**config.mk**
```make
export PLATFORM = sky130hd
export DESIGN_NAME = audio_xbar
export DESIGN_NICKNAME = d
export VERILOG_FILES = /design/src/rtl/audio_xbar.sv
export SDC_FILE = /design/constraint.sdc
export NUM_CORES = 1
export LEC_CHECK = 0
export BUFFER_PORTS_ARGS = -buffer_cell sky130_fd_sc_hd__buf_2
export CORE_ASPECT_RATIO = 2
export CORE_MARGIN = 4
export CORE_UTILIZATION = 44
export CTS_CLUSTER_DIAMETER = 40
export CTS_CLUSTER_SIZE = 25
export DETAILED_ROUTE_END_ITERATION = 8
export PLACE_DENSITY = 0.72
export SYNTH_ARGS = -nofsm -noshare
export SYNTH_HDL_FRONTEND = slang
export SYNTH_SLANG_ARGS = --single-unit
```
**constraint.sdc**
```tcl
create_clock -name clk -period 7.3 [get_ports clk]
set_input_delay 1.095 -clock clk [delete_from_list [all_inputs] [get_ports clk]]
set_output_delay 1.095 -clock clk [all_outputs]
set_load 0.005 [all_outputs]
```
**src/rtl/audio_xbar.sv**
```systemverilog
module audio_xbar #(
  parameter int DW         = 16,
  parameter int PW         = 4,
  parameter int LEGACY_DIV = 1536
) (
  input  logic            clk,
  input  logic            rst_n,
  input  logic            wr_en,
  input  logic [2:0]      addr,
  input  logic [15:0]     wr_data,
  output logic [15:0]     rd_data,
  input  logic [2:0]      clk_tick,
  output logic [2:0]      strobe,
  input  logic [3:0]      src_valid,
  input  logic [8*DW-1:0] src_data,
  output logic [3:0]      src_ready,
  output logic [3:0]      dst_valid,
  output logic [8*DW-1:0] dst_data,
  input  logic [3:0]      dst_ready
);
  localparam int SW     = 2*DW;
  localparam int TOPDIV = 256 * (2**PW);
  localparam int MAXDIV = (LEGACY_DIV > TOPDIV) ? LEGACY_DIV : TOPDIV;
  localparam int CW     = $clog2(MAXDIV);

  logic [15:0]   scfg, dcfg;
  logic [PW-1:0] pre_ext, pre_int;
  logic [1:0]    mix_sel, ovf;
  logic [3:0]    src_strb, src_ok, src_conn;
  logic [SW-1:0] sd [4];
  logic [SW-1:0] mix_data;
  logic [1:0]    mix_ovf;

  wire clr_stat = wr_en && addr == 3'd5;

  always_ff @(posedge clk) begin
    if (!rst_n) begin
      scfg <= '0; dcfg <= '0; pre_ext <= '0; pre_int <= '0; mix_sel <= '0;
    end else if (wr_en) begin
      case (addr)
        3'd0: scfg    <= wr_data;
        3'd1: dcfg    <= wr_data;
        3'd2: pre_ext <= wr_data[PW-1:0];
        3'd3: pre_int <= wr_data[PW-1:0];
        3'd4: mix_sel <= wr_data[1:0];
        default: ;
      endcase
    end
  end

  always_comb begin
    case (addr)
      3'd0:    rd_data = scfg;
      3'd1:    rd_data = dcfg;
      3'd2:    rd_data = 16'(pre_ext);
      3'd3:    rd_data = 16'(pre_int);
      3'd4:    rd_data = {14'd0, mix_sel};
      3'd5:    rd_data = {14'd0, ovf};
      default: rd_data = '0;
    endcase
  end

  for (genvar d = 0; d < 3; d++) begin : g_dom
    logic [CW-1:0] cnt, lim;
    wire  [PW-1:0] n = (d == 1) ? pre_ext : pre_int;
    assign lim = (n == '0) ? CW'(LEGACY_DIV - 1) : CW'(256 * (int'(n) + 1) - 1);
    always_ff @(posedge clk) begin
      if (!rst_n) begin
        cnt <= '0; strobe[d] <= 1'b0;
      end else begin
        strobe[d] <= 1'b0;
        if (clk_tick[d]) begin
          if (cnt >= lim) begin
            cnt <= '0; strobe[d] <= 1'b1;
          end else cnt <= cnt + 1'b1;
        end
      end
    end
  end

  for (genvar i = 0; i < 4; i++) begin : g_src
    wire [1:0] code = scfg[4*i+2 -: 2];
    assign src_strb[i] = (code == 2'd3) ? 1'b0 : strobe[code];
    assign src_ok[i]   = src_valid[i] | scfg[4*i];
    assign src_conn[i] = (i == 1) ? scfg[7] : 1'b1;
    assign sd[i]       = src_data[i*SW +: SW];
  end
  assign src_ready = src_strb;

  function automatic logic [DW:0] sat_add(input logic [DW-1:0] a, input logic [DW-1:0] b);
    logic [DW:0] s;
    s = {a[DW-1], a} + {b[DW-1], b};
    if (s[DW] != s[DW-1])
      return {1'b1, s[DW] ? {1'b1, {(DW-1){1'b0}}} : {1'b0, {(DW-1){1'b1}}}};
    return {1'b0, s[DW-1:0]};
  endfunction

  always_comb begin
    logic [SW-1:0] m;
    logic [DW:0]   l, r;
    m = sd[dcfg[6:5]];
    l = sat_add(m[SW-1:DW], sd[3][SW-1:DW]);
    r = sat_add(m[DW-1:0],  sd[3][DW-1:0]);
    mix_ovf = 2'b00;
    case (mix_sel)
      2'b10:   mix_data = m;
      2'b01:   mix_data = sd[3];
      2'b11: begin
        mix_data = {l[DW-1:0], r[DW-1:0]};
        mix_ovf  = {l[DW], r[DW]};
      end
      default: mix_data = '0;
    endcase
  end

  logic [3:0] take;
  for (genvar j = 0; j < 4; j++) begin : g_dst
    wire [1:0] sel  = dcfg[4*j+2 -: 2];
    wire       conn = (j == 3) ? dcfg[15] : 1'b1;
    assign take[j] = src_strb[sel] & conn & src_conn[sel] &
                     (dcfg[4*j] | (src_ok[sel] & dst_ready[j]));
    always_ff @(posedge clk) begin
      if (!rst_n) begin
        dst_valid[j]          <= 1'b0;
        dst_data[j*SW +: SW]  <= '0;
      end else begin
        dst_valid[j] <= take[j];
        if (take[j]) dst_data[j*SW +: SW] <= (j == 1) ? mix_data : sd[sel];
      end
    end
  end

  always_ff @(posedge clk) begin
    if (!rst_n)        ovf <= 2'b00;
    else if (clr_stat) ovf <= 2'b00;
    else if (take[1])  ovf <= ovf | mix_ovf;
  end
endmodule

```
==> results of run 1 <==
-- cells by family after synthesis --
family,Yosys count
flops,215
xor+xnor,57
buf+inv,112
simple gates,431
mux,263
compound gates,277
fa+ha+maj,53
-- power by group --
part	leakage [nW]	switching [mW]	internal [mW]
Clock	0.467	0.601	0.850
Sequential	1.74	0.0129	1.18
Combinational	5.01	0.273	0.217
Total	7.21	0.887	2.25
-- state kept, by name, summed over array words and instances, names as in the netlist --
register,flops
dcfg,16
dst_data,128
dst_valid,4
g_dom.cnt,36
g_dom.n,8
mix_sel,2
ovf,2
scfg,16
strobe,3
-- worst register-to-register path, cell delays in order, from the launching register on --
cell	delay, ns
dfxtp_2	0.50
buf_4	0.50
mux4_2	0.45
ha_1	0.24
fa_1	0.42
a21oi_1	0.28
o2111ai_1	0.25
o211ai_1	0.33
nand3_1	0.16
nor2b_1	0.60
nor4_4	0.11
a221o_1	0.37
-- layer usage --
layer | global-route usage | share of wire | up-vias
met5 | 0 | 0 | -
met4 | 0.176 | 0.066 | 0
met3 | 0.0361 | 0.057 | 179
met2 | 0.477 | 0.53 | 549
met1 | 0.271 | 0.35 | 6260
li1 | - | - | 5850
-- cell type report --
class | instances | area, sq um | area share
inverter | 21 | 81.3 | 0.00480
antenna | 10 | 25.0 | 0.00148
multi-input combinational | 1081 | 9310 | 0.549
clock buffer | 29 | 692 | 0.0408
clock inverter | 19 | 278 | 0.0164
timing repair buffer | 335 | 1730 | 0.102
tap | 423 | 529 | 0.0312
sequential | 215 | 4310 | 0.254
-- how the worst max path moves through the flow --
stage	start	end	cells after the start
floorplan	dcfg[5]$_SDFFE_PN0P_	dst_data[40]$_SDFFE_PN0P_	12
global placement	src_data[96]	dst_data[32]$_SDFFE_PN0P_	11
detailed placement	src_data[96]	dst_data[34]$_SDFFE_PN0P_	11
CTS	dcfg[5]$_SDFFE_PN0P_	dst_data[39]$_SDFFE_PN0P_	11
global route	dcfg[5]$_SDFFE_PN0P_	dst_data[38]$_SDFFE_PN0P_	11
finish	dcfg[6]$_SDFFE_PN0P_	dst_data[57]$_SDFFE_PN0P_	11
-- cell usage in the layout (no fill, tap or decap), types with 17 or more instances in the layout --
| cell type | instances |
|---|---|
| buf_2 | 315 |
| dfxtp_1 | 207 |
| nor2_1 | 200 |
| mux4_2 | 135 |
| mux2i_1 | 126 |
| nand2_1 | 109 |
| a21oi_1 | 84 |
| ha_1 | 51 |
| o21ai_0 | 42 |
| a22oi_1 | 29 |
| xor2_1 | 29 |
| nand3_1 | 28 |
| xnor2_1 | 27 |
| clkbuf_16 | 26 |
| buf_4 | 20 |
| inv_1 | 19 |
| and3_1 | 19 |
| a31oi_1 | 18 |
| nor3_1 | 17 |
-- metrics by stage --
step,cells,util,worst slack (ns),power (mW)
5_1_grt,2133,0.538,2.61,3.25
4_1_cts,2123,0.537,2.96,3.16
3_3_place_gp,2075,0.506,2.72,1.69
6_report,2133,0.538,2.98,3.14
2_1_floorplan,1408,-,3.36,1.54
3_5_place_dp,2075,0.506,2.64,1.70
==> results_dict.tcl, run 1 <==
set metrics [dict create \
    wirelength_microns 47300 \
    die_w_microns 134 \
    async_flop_share 0 \
    synth_top_family_by_area "multiplexers" \
    hpwl_microns 34800 \
    cts_made_buffers 26 \
    drt_iter0_drc 907 \
    grt_pass1_wl_microns 71800 \
    crit_required_ns 7.74 \
    clock_latency_ns 0.56 \
    htree_levels 1 \
    synth-edff-count 0 \
    vias_per_cell 6.02 \
    syn_inst 1408 \
    worstMarginPinSlew_ns 1.18 \
    finalHoldViolCount 0 \
    clock-sinks 215 \
    min_from "scfg[15]$_SDFFE_PN0P_" \
    clock_skew_ns 0.0188 \
    p_leak_nw 7.21 \
    synth_xor_area_frac 0.0361 \
    hp-class "reg2reg" \
    synth_seq_area_share 0.307 \
    placed_area_sq_um 16000 \
    critPathKind "reg2reg" \
    wl_per_cell_microns 22.2 \
    synth.distinct_cells 69 \
    r2r_cells 11 \
    cp.arrival_ns 4.76 \
    fp.dieH_microns 261 \
    ant_nets 0 \
    synth_top_area_frac 0.307 \
    syn_avg_cell_area_sq_um 9.97 \
    synthesis.nets 1622 \
    final_area_sq_um 17000 \
    synth_compound_area_frac 0.132 \
    grt_start_max_net_pins 84 \
    crit_buf_inv 1 \
    cts_hold_buf 0 \
    firstDrtPassIters 5 \
    setup_viol 0 \
    crit_path_end_kind "register" \
    timing.hold.ws_ns 0.457 \
    core_area_sq_um 31500 \
    path_clk_slew_ns 0.07 \
    drive_above_1_share 0.327 \
    synth.most_common_cell "dfxtp_1" \
    max_slew_margin 0.207 \
    cpLargestDelayFamily "compound AO/OA/AOI/OAI gates" \
    ctsResizeCount 0 \
    ys_ff_latch 215 \
    max_stage_delay_ns 0.60 \
    synth.largest_area_cell "dfxtp_1" \
    synth.area.top_cells "dfxtp_1, mux4_2, mux2i_1" \
    track_usage 0.260 \
    cts_tree "built" \
    worst_hold_path.num_cells 2 \
    synthToLayoutAreaGrowth_pct 20.8 \
    fin_setup_tns_ns 0 \
    syn_area_sq_um 14000 \
    power.density_nw_per_um2 185 \
    rrSetupSlack_ns 2.98 \
    synth-simple-area-share 0.136 \
    cts_buffer_depth 3 \
    io-pin-count 316 \
    fmax_ghz 0.231 \
    drv_slew 0 \
    drc_errors 0 \
    antenna_found_initial 10 \
    rsz0062_at_grt "no" \
    synthMuxAreaShare 0.308 \
    grt-ovfl-total 0 \
    crit_path_max_fanout 32 \
    gp_congestion 0.918 \
    rows 92 \
    post-cts-setup-buffer-count 0 \
    status "complete, no violations" \
    hold_end "scfg[15]$_SDFFE_PN0P_" \
    period_share 0.592 \
    vias 12800 \
    synth_top_flop_cell "dfxtp_1" \
    grt_pass1_vias 13200 \
    port_buffers 315 \
    start_kind "register" \
    ir_worst_vdd_v 0.000201 \
    reg2reg_to "dst_data[57]$_SDFFE_PN0P_" \
    cp_cell_sequence "buf_4, mux4_2, ha_1, fa_1, a21oi_1, o2111ai_1, o211ai_1, nand3_1, nor2b_1, nor4_4, a221o_1" \
    drv_cap 0 \
    die_area_sq_um 35000 \
    synth_adder_area_share 0.0483 \
    r2r-start "dcfg[6]$_SDFFE_PN0P_" \
    cts-root-buf "clkbuf_16" \
    netlist_top_cells_count "dfxtp_1, nor2_1, mux4_2, mux2i_1, nand2_1" \
    min_period_ns 4.32 \
    start_util 0.445 \
    num-fill-cells 2877 \
    final_nets 1894 \
    cp_slowest_cell "nor2b_1" \
    yosys_warnings 0 \
]
Note: power is estimated with default switching activity, not from simulation.
==> inputs of run 2 (changes only) <==
==> constraint.sdc (replaced) <==
create_clock -name clk -period 4.4 [get_ports clk]
set_input_delay 0.66 -clock clk [delete_from_list [all_inputs] [get_ports clk]]
set_output_delay 0.66 -clock clk [all_outputs]
set_load 0.005 [all_outputs]
==> run 2 against run 1 <==
Worst setup slack lost 2.6 ns. Wire length grew 0.83%. Critical path depth shrank 1. Cell count grew 0.61%. Utilization grew 0.31 points. Power grew 63%. Clock power grew 59%. Hold slack lost 0.12 ns. Largest power group unchanged. Highest routed layer unchanged.
==> results_dict.tcl, run 2 (synthesized netlist as in run 1, its figures left out) <==
set metrics [dict create \
    cp.arrival_ns 4.48 \
    grt_pass1_wl_microns 72400 \
    combPwrFrac 0.159 \
    hp-class "in2reg" \
    crit_buf_inv 1 \
    vias_per_cell 6.02 \
    core_area_sq_um 31500 \
    cts_made_buffers 28 \
    die_w_microns 134 \
    min_from "wr_data[13]" \
    firstDrtPassIters 6 \
    rrSetupSlack_ns 0.36 \
    cp_common_cell "a21oi_1" \
    grt_pass1_vias 13100 \
    drv_slew 0 \
    post-cts-setup-buffer-count 0 \
    p_leak_nw 7.26 \
    track_usage 0.262 \
    wirelength_microns 47700 \
    seqPwrFrac 0.390 \
    htree_levels 1 \
    start_util 0.445 \
    p_int_mw 3.59 \
    r2r_cells 10 \
    timing.hold.ws_ns 0.336 \
    wl_per_cell_microns 22.2 \
    cp_cell_sequence "buf_12, mux4_2, ha_1, a21oi_1, o21ai_0, a2111oi_2, a21oi_1, xnor2_2, a21bo_2, a221o_1" \
    synthToLayoutAreaGrowth_pct 21.5 \
    largest_reg_flops 128 \
    min_period_ns 4.04 \
    clkPwrFrac 0.452 \
    finalHoldViolCount 0 \
    start_kind "register" \
    ir_worst_vdd_v 0.000364 \
    drive_above_1_share 0.331 \
    drc_errors 0 \
    regMostFlops "dst_data" \
    final_nets 1906 \
    worst_hold_path.num_cells 3 \
    gp_congestion 0.932 \
    rsz0062_at_grt "no" \
    clock_latency_ns 0.57 \
    ant_nets 0 \
    status "complete, no violations" \
    setup_viol 0 \
    cts_buffer_depth 3 \
    power.density_nw_per_um2 300 \
    hold_end "dcfg[13]$_SDFFE_PN0P_" \
    fmax_ghz 0.247 \
    num-fill-cells 2868 \
    crit_required_ns 4.84 \
    die_area_sq_um 35000 \
    final_cell_mix "buf_2, dfxtp_1, nor2_1" \
    switchingPower_mw 1.52 \
    max_stage_delay_ns 0.60 \
    grt-ovfl-total 0 \
    clock-sinks 215 \
    cts-root-buf "clkbuf_16" \
    cp_slowest_cell "dfxtp_2" \
    critPathKind "reg2reg" \
    drt_iter0_drc 927 \
    r2r-start "dcfg[5]$_SDFFE_PN0P_" \
    cts_hold_buf 0 \
    period_share 0.919 \
    crit_path_max_fanout 16 \
    fp.dieH_microns 261 \
    crit_path_end_kind "register" \
    cpLargestDelayFamily "compound AO/OA/AOI/OAI gates" \
    hpwl_microns 36000 \
    worstMarginPinSlew_ns 1.27 \
    fin_setup_tns_ns 0 \
    io-pin-count 316 \
    clock_skew_ns 0.0354 \
    startpoint "dcfg[5]$_SDFFE_PN0P_" \
    vias 12900 \
    p_sw_frac 0.297 \
    crit_cells 10 \
    drv_cap 0 \
    ctsResizeCount 0 \
    max_slew_margin 0.142 \
    port_buffers 315 \
    largestRegisters "dst_data (128), g_dom.cnt (36)" \
    antenna_found_initial 7 \
    rows 92 \
    cts_tree "built" \
    reg2reg_to "dst_data[61]$_SDFFE_PN0P_" \
    grt_start_max_net_pins 84 \
    layout_commonest_cell "buf_2" \
    path_clk_slew_ns 0.07 \
]
[run 2: worst min-delay path: cells and delay by family]
family          cells  cell delay (ns)
simple gates        1             0.05
buf+inv             1             0.11
compound gates      1             0.05
[run 2: through the flow]
stage                     cell area (sq um)  instances  setup slack [ns]  total power, mW  utilization
final                                 17100       2146             0.356             5.11        0.541
after global routing                  17000       2144             0.164             5.31        0.540
after CTS                             17000       2137             0.441             5.14        0.540
after detailed placement              16100       2085             0.462             2.83        0.510
after global placement                16100       2085             0.507             2.81        0.510
after floorplan                       14000       1408             0.457             2.55            -
[run 2: how the worst max path moves through the flow]
stage                                 to
6_report       dst_data[61]$_SDFFE_PN0P_
5_1_grt        dst_data[61]$_SDFFE_PN0P_
4_1_cts        dst_data[61]$_SDFFE_PN0P_
3_5_place_dp   dst_data[61]$_SDFFE_PN0P_
3_3_place_gp   dst_data[61]$_SDFFE_PN0P_
2_1_floorplan  dst_data[40]$_SDFFE_PN0P_
[run 2: power groups by stage]
stage	registers (mW)	logic, mW	clock network (mW)
floorplan	2.02	0.532	0
global placement	2.03	0.778	0
detailed placement	2.04	0.796	0
CTS	1.99	0.800	2.35
global route	1.99	0.876	2.44
finish	1.99	0.811	2.31
[run 2: layer usage]
layer / up-vias / GRT usage / wire length [microns]
met5: - / 0 / 0
met4: 0 / 0.168 / 3130
met3: 173 / 0.0390 / 2420
met2: 561 / 0.487 / 25800
met1: 6309 / 0.271 / 16300
li1: 5872 / - / -
[run 2: final cells by class]
| cell class | count | area, sq um | area share |
|---|---|---|---|
| Clock buffer | 32 | 737 | 0.0432 |
| Sequential cell | 215 | 4310 | 0.253 |
| Clock inverter | 20 | 206 | 0.0121 |
| Tap cell | 423 | 529 | 0.0310 |
| Multi-Input combinational cell | 1081 | 9310 | 0.546 |
| Inverter | 21 | 81.3 | 0.00477 |
| Timing Repair Buffer | 345 | 1850 | 0.109 |
| Antenna cell | 9 | 22.5 | 0.00132 |
